## src/rtl/muldiv_pkg.sv

```systemverilog
package muldiv_pkg;
  typedef enum logic [1:0] {
    OP_MUL_S = 2'b00,
    OP_MUL_U = 2'b01,
    OP_DIV_S = 2'b10,
    OP_DIV_U = 2'b11
  } md_op_e;
endpackage

```

## src/rtl/muldiv_prep.sv

```systemverilog
// Operand conditioning: magnitudes for signed ops plus result sign flags.
module muldiv_prep
  import muldiv_pkg::*;
#(
  parameter int W = 32
) (
  input  logic [1:0]   op_i,
  input  logic [W-1:0] opa_i,
  input  logic [W-1:0] opb_i,
  output logic [W-1:0] mag_a_o,
  output logic [W-1:0] mag_b_o,
  output logic         is_div_o,
  output logic         neg_res_o,
  output logic         neg_rem_o
);
  md_op_e op;
  logic   sgn;

  always_comb begin
    op        = md_op_e'(op_i);
    sgn       = (op == OP_MUL_S) || (op == OP_DIV_S);
    is_div_o  = (op == OP_DIV_S) || (op == OP_DIV_U);
    mag_a_o   = (sgn && opa_i[W-1]) ? (~opa_i + W'(1)) : opa_i;
    mag_b_o   = (sgn && opb_i[W-1]) ? (~opb_i + W'(1)) : opb_i;
    neg_res_o = sgn && (opa_i[W-1] ^ opb_i[W-1]);
    neg_rem_o = sgn && is_div_o && opa_i[W-1];
  end
endmodule

```

## src/rtl/muldiv_step.sv

```systemverilog
// One iteration: shift-add multiply or restoring divide, one bit per call.
module muldiv_step #(
  parameter int W = 32
) (
  input  logic           is_div_i,
  input  logic [2*W-1:0] acc_i,
  input  logic [W-1:0]   opnd_i,
  output logic [2*W-1:0] acc_o
);
  localparam int AW = 2 * W;

  logic [W:0]   sum;
  logic [W:0]   rem_sh;
  logic [W+1:0] diff;
  logic         fits;

  always_comb begin
    // multiply: conditionally add the multiplicand to the upper half, shift right
    sum    = {1'b0, acc_i[AW-1:W]} + (acc_i[0] ? {1'b0, opnd_i} : '0);
    // divide: shift remainder/quotient left, trial-subtract the divisor
    rem_sh = acc_i[AW-1:W-1];
    diff   = {1'b0, rem_sh} - {2'b00, opnd_i};
    fits   = ~diff[W+1];
    if (is_div_i) begin
      acc_o = {(fits ? diff[W-1:0] : rem_sh[W-1:0]), acc_i[W-2:0], fits};
    end else begin
      acc_o = {sum, acc_i[W-1:1]};
    end
  end
endmodule

```

## src/rtl/muldiv_fix.sv

```systemverilog
// Final sign correction and HI/LO split.
module muldiv_fix #(
  parameter int W = 32
) (
  input  logic           is_div_i,
  input  logic           neg_res_i,
  input  logic           neg_rem_i,
  input  logic [2*W-1:0] acc_i,
  output logic [W-1:0]   hi_o,
  output logic [W-1:0]   lo_o
);
  localparam int AW = 2 * W;

  logic [AW-1:0] prod;
  logic [W-1:0]  quo;
  logic [W-1:0]  rem;

  always_comb begin
    prod = neg_res_i ? (~acc_i + AW'(1)) : acc_i;
    quo  = neg_res_i ? (~acc_i[W-1:0] + W'(1)) : acc_i[W-1:0];
    rem  = neg_rem_i ? (~acc_i[AW-1:W] + W'(1)) : acc_i[AW-1:W];
    if (is_div_i) begin
      hi_o = rem;
      lo_o = quo;
    end else begin
      hi_o = prod[AW-1:W];
      lo_o = prod[W-1:0];
    end
  end
endmodule

```

## src/rtl/muldiv_hilo.sv

```systemverilog
module muldiv_hilo
  import muldiv_pkg::*;
#(
  parameter int W = 32
) (
  input  logic         clk,
  input  logic         rst_n,
  input  logic         start_i,
  input  logic [1:0]   op_i,
  input  logic [W-1:0] opa_i,
  input  logic [W-1:0] opb_i,
  output logic         busy_o,
  output logic [W-1:0] hi_o,
  output logic [W-1:0] lo_o
);
  localparam int CW = $clog2(W + 1);
  localparam int AW = 2 * W;

  // control state
  logic          busy_q, busy_d;
  logic [CW-1:0] cnt_q, cnt_d;
  logic [W-1:0]  hi_q, lo_q;
  // datapath state
  logic [AW-1:0] acc_q, acc_d;
  logic [W-1:0]  opnd_q;
  logic          isdiv_q, negres_q, negrem_q;

  // combinational nets
  logic [W-1:0]  mag_a, mag_b;
  logic          is_div, neg_res, neg_rem;
  logic [AW-1:0] acc_step;
  logic [W-1:0]  hi_fin, lo_fin;
  logic          load_en, step_en, done_en;

  muldiv_prep #(.W(W)) u_prep (
    .op_i     (op_i),
    .opa_i    (opa_i),
    .opb_i    (opb_i),
    .mag_a_o  (mag_a),
    .mag_b_o  (mag_b),
    .is_div_o (is_div),
    .neg_res_o(neg_res),
    .neg_rem_o(neg_rem)
  );

  muldiv_step #(.W(W)) u_step (
    .is_div_i(isdiv_q),
    .acc_i   (acc_q),
    .opnd_i  (opnd_q),
    .acc_o   (acc_step)
  );

  muldiv_fix #(.W(W)) u_fix (
    .is_div_i (isdiv_q),
    .neg_res_i(negres_q),
    .neg_rem_i(negrem_q),
    .acc_i    (acc_q),
    .hi_o     (hi_fin),
    .lo_o     (lo_fin)
  );

  // next-state logic
  always_comb begin
    load_en = start_i && !busy_q;
    step_en = busy_q && (cnt_q != CW'(W));
    done_en = busy_q && (cnt_q == CW'(W));

    busy_d = busy_q;
    if (load_en)      busy_d = 1'b1;
    else if (done_en) busy_d = 1'b0;

    cnt_d = cnt_q;
    if (load_en)      cnt_d = '0;
    else if (step_en) cnt_d = cnt_q + CW'(1);

    acc_d = load_en ? {{W{1'b0}}, mag_a} : acc_step;
  end

  // control and architectural registers
  always_ff @(posedge clk or negedge rst_n) begin
    if (!rst_n) begin
      busy_q <= 1'b0;
      cnt_q  <= '0;
      hi_q   <= '0;
      lo_q   <= '0;
    end else begin
      busy_q <= busy_d;
      cnt_q  <= cnt_d;
      if (done_en) begin
        hi_q <= hi_fin;
        lo_q <= lo_fin;
      end
    end
  end

  // datapath registers, enable-only
  always_ff @(posedge clk) begin
    if (load_en) begin
      opnd_q   <= mag_b;
      isdiv_q  <= is_div;
      negres_q <= neg_res;
      negrem_q <= neg_rem;
    end
    if (load_en || step_en) begin
      acc_q <= acc_d;
    end
  end

  assign busy_o = busy_q;
  assign hi_o   = hi_q;
  assign lo_o   = lo_q;
endmodule

```

## config.mk

```make
export PLATFORM = sky130hd
export DESIGN_NAME = muldiv_hilo
export DESIGN_NICKNAME = d
export VERILOG_FILES = /design/src/rtl/muldiv_pkg.sv /design/src/rtl/muldiv_prep.sv /design/src/rtl/muldiv_step.sv /design/src/rtl/muldiv_fix.sv /design/src/rtl/muldiv_hilo.sv
export SDC_FILE = /design/constraint.sdc
export NUM_CORES = 1
export LEC_CHECK = 0
export ABC_AREA = 1
export BUFFER_PORTS_ARGS = -buffer_cell sky130_fd_sc_hd__buf_2
export CORE_ASPECT_RATIO = 1.1
export CORE_UTILIZATION = 62
export CTS_CLUSTER_DIAMETER = 40
export DETAILED_ROUTE_END_ITERATION = 7
export PLACE_DENSITY = 0.81
export REMOVE_ABC_BUFFERS = 1
export SYNTH_ARGS = -nofsm -noshare
export SYNTH_HDL_FRONTEND = slang
export SYNTH_SLANG_ARGS = --single-unit
```

## constraint.sdc

```tcl
create_clock -name clk -period 3.93 [get_ports clk]
set_clock_uncertainty 0.15 [all_clocks]
set_input_delay 0.1965 -clock clk [delete_from_list [all_inputs] [get_ports clk]]
set_output_delay 0.1965 -clock clk [all_outputs]
set_load 0.03 [all_outputs]
```

==> Word-level counts from Yosys, hierarchy flattened <==
Cells that the tools add are included.
{ "word_totals": {"ff_bits": 170, "latchBits": 0, "ram_bits": 0, "rom_bits": 0, "inputBits": 69, "output_inout_bits": 65, "elab_cells": 59, "mem_count": 0} }
{ "op_classes": {"addsub": 8, "mul": 0, "n_div": 0, "order_cmp": 0, "eq_ne": 4, "shift": 0, "n_mux": 15, "bitwise": 7, "reduce_logical": 15} }
{ "ops": {"columns": ["op", "count"], "rows": [
  ["$mux W32", 9],
  ["$add A32 B1 Y32 const B", 4],
  ["$mux W64", 2],
  ["$not A32 Y32", 4],
  ["$add A64 B1 Y64 const B", 1],
  ["$not A64 Y64", 1],
  ["$sub A33 B32 Y34", 1],
  ["$add A32 B33 Y33", 1],
  ["$mux W6", 2],
  ["$logic_and A1 B1 Y1", 8],
  ["$add A6 B1 Y6 const B", 1],
  ["$eq A6 B6 Y1 const B", 1],
  ["$ne A6 B6 Y1 const B", 1],
  ["$eq A2 B2 Y1 const B", 2],
  ["$reduce_bool A2 Y1", 2],
  ["$logic_or A1 B1 Y1", 3],
  ["$logic_not A2 Y1", 1],
  ["$mux W1", 2],
  ["$logic_not A1 Y1", 1],
  ["$not A1 Y1", 1],
  ["$xor A1 B1 Y1", 1]
]} }

==> Longest topological paths before layout <==
{ "logic_depth": {"ltp_word": 5, "depth_mapped": 19, "depth_no_buf": 17} }

==> Modules after synthesis <==
Synthesis repeated with hierarchy kept, for this count alone.
{ "unflattened": {"hier_cells": 2823, "area_unflattened_um2": 17266.6} }
{ "by_module_without_submodules": {"columns": ["mod", "instances", "cells_per_inst", "area_each_um2", "seq_area_each_um2"], "rows": [
  ["muldiv_hilo", 1, 595, 6550.0, 4749.6],
  ["muldiv_step", 1, 1271, 6152.2, 0.0],
  ["muldiv_fix", 1, 531, 2562.5, 0.0],
  ["muldiv_prep", 1, 426, 2001.9, 0.0]
]} }

==> Least setup slack after synthesis <==
Ideal clock, no wire load.
{ "synth_timing": {"path_kind": "flip-flop to flip-flop", "from": "register cnt_q[0]", "to": "register acc_q[0] (enable)", "setup_ns": 0.697, "arrival_time_ns": 2.200, "t_required_ns": 3.083, "path_slack_ns": 0.883, "path_stages_with_launch": 8, "path_buffers": 0, "period_less_slack_ns": 3.047, "path_cell_list": "dfrtp_1 inv_1 ha_1 nand3_1 nor3_1 nand2_1 nand3_1 nand2_1"} }
{ "synth_between": {"elab_chain_len": 3} }
{ "synth_rtl": {"columns": ["element", "line", "rtl"], "rows": [
  ["start, declared", "muldiv_hilo.sv:21", "logic [CW-1:0] cnt_q, cnt_d;"],
  ["start signal, assigned", "muldiv_hilo.sv:88", "cnt_q <= cnt_d;"],
  ["$ne A6 B6 Y1", "muldiv_hilo.sv:65", "step_en = busy_q && (cnt_q != CW'(W));"],
  ["$logic_and A1 B1 Y1", "muldiv_hilo.sv:65", null],
  ["$logic_or A1 B1 Y1", "muldiv_hilo.sv:104", "if (load_en || step_en) begin"],
  ["end signal, assigned", "muldiv_hilo.sv:105", "acc_q <= acc_d;"],
  ["end, declared", "muldiv_hilo.sv:24", "logic [AW-1:0] acc_q, acc_d;"]
]} }
Every way passes these cells.
A chain may end at the register's enable or synchronous reset.

==> Worst setup path in the final report <==
{ "layout_timing": {"from": "register acc_q[37]", "to": "register acc_q[37] (data pin)"} }
{ "layout_between": {"elab_chain_len": 3, "word_cells_on_any_way": 4, "classes_between": "2 x add/sub; 2 x mux"} }
{ "layout_rtl": {"columns": ["element", "line", "rtl"], "rows": [
  ["$sub A33 B32 Y34", "muldiv_step.sv:22", "diff = {1'b0, rem_sh} - {2'b00, opnd_i};"],
  ["$mux W32", "muldiv_step.sv:25", "acc_o = {(fits ? diff[W-1:0] : rem_sh[W-1:0]), acc_i[W-2:0], fits};"],
  ["$mux W64 *", "muldiv_step.sv:24", "if (is_div_i) begin"]
]} }
Mark *: on every way between the ends. The rest lies on a longest branch, timed or not.

==> qor.yml <==
clkSinkCount: 170
grt_overflow: 0
grt_pass1_wl_um: 86400
place_area_mm2: 0.01710
cts_root_buffer: "clkbuf_16"
ys_top_cells_by_count: "786 x nand2_1, 419 x inv_1, 239 x nor2_1"
drtAntennaViolNets: 0
finalSetupViolations: 0
ir_drop_v: 0.0004316
relSlewSlack_pct: 30.45
status: "finished, final reports clean"
finalNonFillerCells: 3081
synth.area.mux_share_pct: 0
ys_top_cells_by_area: "edfxtp_1 18%, nand2_1 18%, dfrtp_1 11%"
hpwl_um: 42450
clock_latency_ps: 460
dr.pass1.iters: 7
place.gp.congestion: 1.051
drt_iter0_drc: 2272
leakagePower_uw: 0.009728
viasPerCell: 5.845
yosys.area_share.simple_pct: 36.90
rsz0062_at_grt: "no"
arrival_ps: 3520
slowest_stage: "edfxtp_1"
syn_area_mm2: 0.01609
fp.dieW_um: 155.6
ys_ff_latch: 170
ys_types: 48
drt_wl_total_um: 54750
synth_compound_area_share_pct: 11.76
crit_type: "register to register"
synthAdderAreaFrac_pct: 5.692
path_max_fanout: 35
fp.dieH_um: 171.0
final_max_slew_viol_count: 0
clk_pin_slew_worst_paths_ps: 80
die-area_mm2: 0.02660
final_nets: 2863
final_cell_area_mm2: 0.01812
hold_viol: 0
hold_class: "input port to register"
tritoncts: "built"
grt_antenna_before_repair: 0
syn_to_final_growth_pct: 12.60
cts_buffer_depth: 2
via_count: 18010
powerDensity_mw_per_mm2: 737.7
core_area_mm2: 0.02542
fin_total_pwr_uw: 13370
yosys.cell_count.top_type: "nand2_1"
drive_above_1_share_pct: 8.410
grt_max_degree: 94
finalCritPeriodShare_pct: 85.07
max_freq_mhz: 299.1
cp_cell_sequence: "ha_1 > nand2_1 > nor2_4 > nand3_1 > nand3_2 > nand2_2 > nand2_4 > nand2_4 > a21oi_4 > buf_4 > nand2_1 > nand3_1 > nand2_1 > inv_1"
maxCapViolCount: 0
portBuffers: 133
cp_data_required_time_ps: 4100
dp_worst_setup_slack_ps: 734.0
yosysWarnings: 0
initial_core_util_pct: 63.31
diodes: 0
synth_edf_count: 99
fillers: 2144
min_period_ps: 3343
synth_top_area_share_pct: 18.47
synth_xor_area_share_pct: 4.409
drc: 0
cpMostUsedCell: "nand2_1"
max_stage_delay_ps: 600
syn_avg_cell_area_um2: 6.254
yosys.area.top_type: "edfxtp_1"
yosysSeqAreaShare_pct: 29.52
cts_buffers: 17
io_pins: 134
wl_per_cell_um: 17.77
critPathCaptureType: "register"
syn_inst: 2573
grt_pass1_vias: 16950
setup_tns_ps: 0
ys.flop_type: "edfxtp_1"
synthArstFlopShare_pct: 41.76
fin_ws_ps: 586.8
h-tree-depth: 4
worstMarginPinSlew_ps: 1043
track_usage_pct: 41.65
rows: 61
placed_cells: 3007
start_kind: "register"
synth_top_family_by_area: "simple AND/OR/NAND/NOR gates"
[registers in the layout (all words and copies together) (netlist names)]
register and cells:
hi_o 32, isdiv_q 1, negrem_q 1, negres_q 1
opnd_q 32, cnt_q 6, busy_o 1, acc_q 64
lo_o 32
[final cells by class]
type                       count  area (µm²)  area share, %
sequential                   170        4750          26.21
clock buffer                  17       425.4          2.348
tap                          346       432.9          2.389
inverter                     425        1595          8.804
multi-input combinational   1910        9463          52.22
clock inverter                15       170.2         0.9391
timing repair buffer         198        1284          7.085
[metal layers]
metal / share of wire, % / GRT usage, %
met5: 0 / 0
met4: 4.9 / 19.91
met3: 11 / 7.472
met2: 45 / 69.62
met1: 39 / 51.98
[power by group]
part | total [µW] | switching [µW] | internal [µW]
Sequential | 3430 | 785 | 2650
Combinational | 8200 | 5590 | 2610
Clock | 1730 | 874 | 859
[layout by cell type, fill, tap and decap left out, types with 71 or more instances in the layout]
| cell | instances |
|---|---|
| a21oi_1 | 133 |
| buf_2 | 133 |
| o21ai_0 | 171 |
| nand3_1 | 212 |
| nand2_1 | 783 |
| dfrtp_1 | 71 |
| nor2_1 | 239 |
| edfxtp_1 | 99 |
| xor2_1 | 71 |
| inv_1 | 418 |
[cells by family after synthesis]
group,count (synthesis)
XOR/XNOR,81
buffers and inverters,493
AND/OR/NAND/NOR,1402
adder cells (fa/ha/maj),72
AO/OA/AOI/OAI,355
flip-flops,170
[through the flow]
stage | hold slack (ps) | utilization, %
global route | 18.09 | 71.29
global placement | 241.4 | 67.30
CTS | 0.8111 | 71.29
floorplan | -249.1 | -
detailed placement | 247.3 | 67.30
finish | 24.32 | 71.29
[timing repair]
action | CTS | global route
resized for setup | 0 | 0
hold buffers | 42 | 0
setup buffers | 0 | 0
hold endpoints to repair | 88 | 0
[critical path: cells and delay by family (launching register included)]
family | cells | cell delay (ps)
compound gates | 1 | 340
fa+ha+maj | 1 | 450
buf+inv | 2 | 440
flops | 1 | 600
simple gates | 10 | 1210
[path summary, 6_finish.rpt]
kind	depth (start not counted)	to	start	slack [ps]
max	14	acc_q[37]	acc_q[37]	590
min	3	opnd_q[15]	opb_i[15]	20
max reg2reg	14	acc_q[37]	acc_q[37]	590
min reg2reg	2	hi_o[21]	hi_o[21]	330
max in group asynchronous	3	hi_o[29]	rst_n	2380
min in group asynchronous	2	lo_o[13]	rst_n	310
No activity file was read; power rests on OpenSTA's default activity.
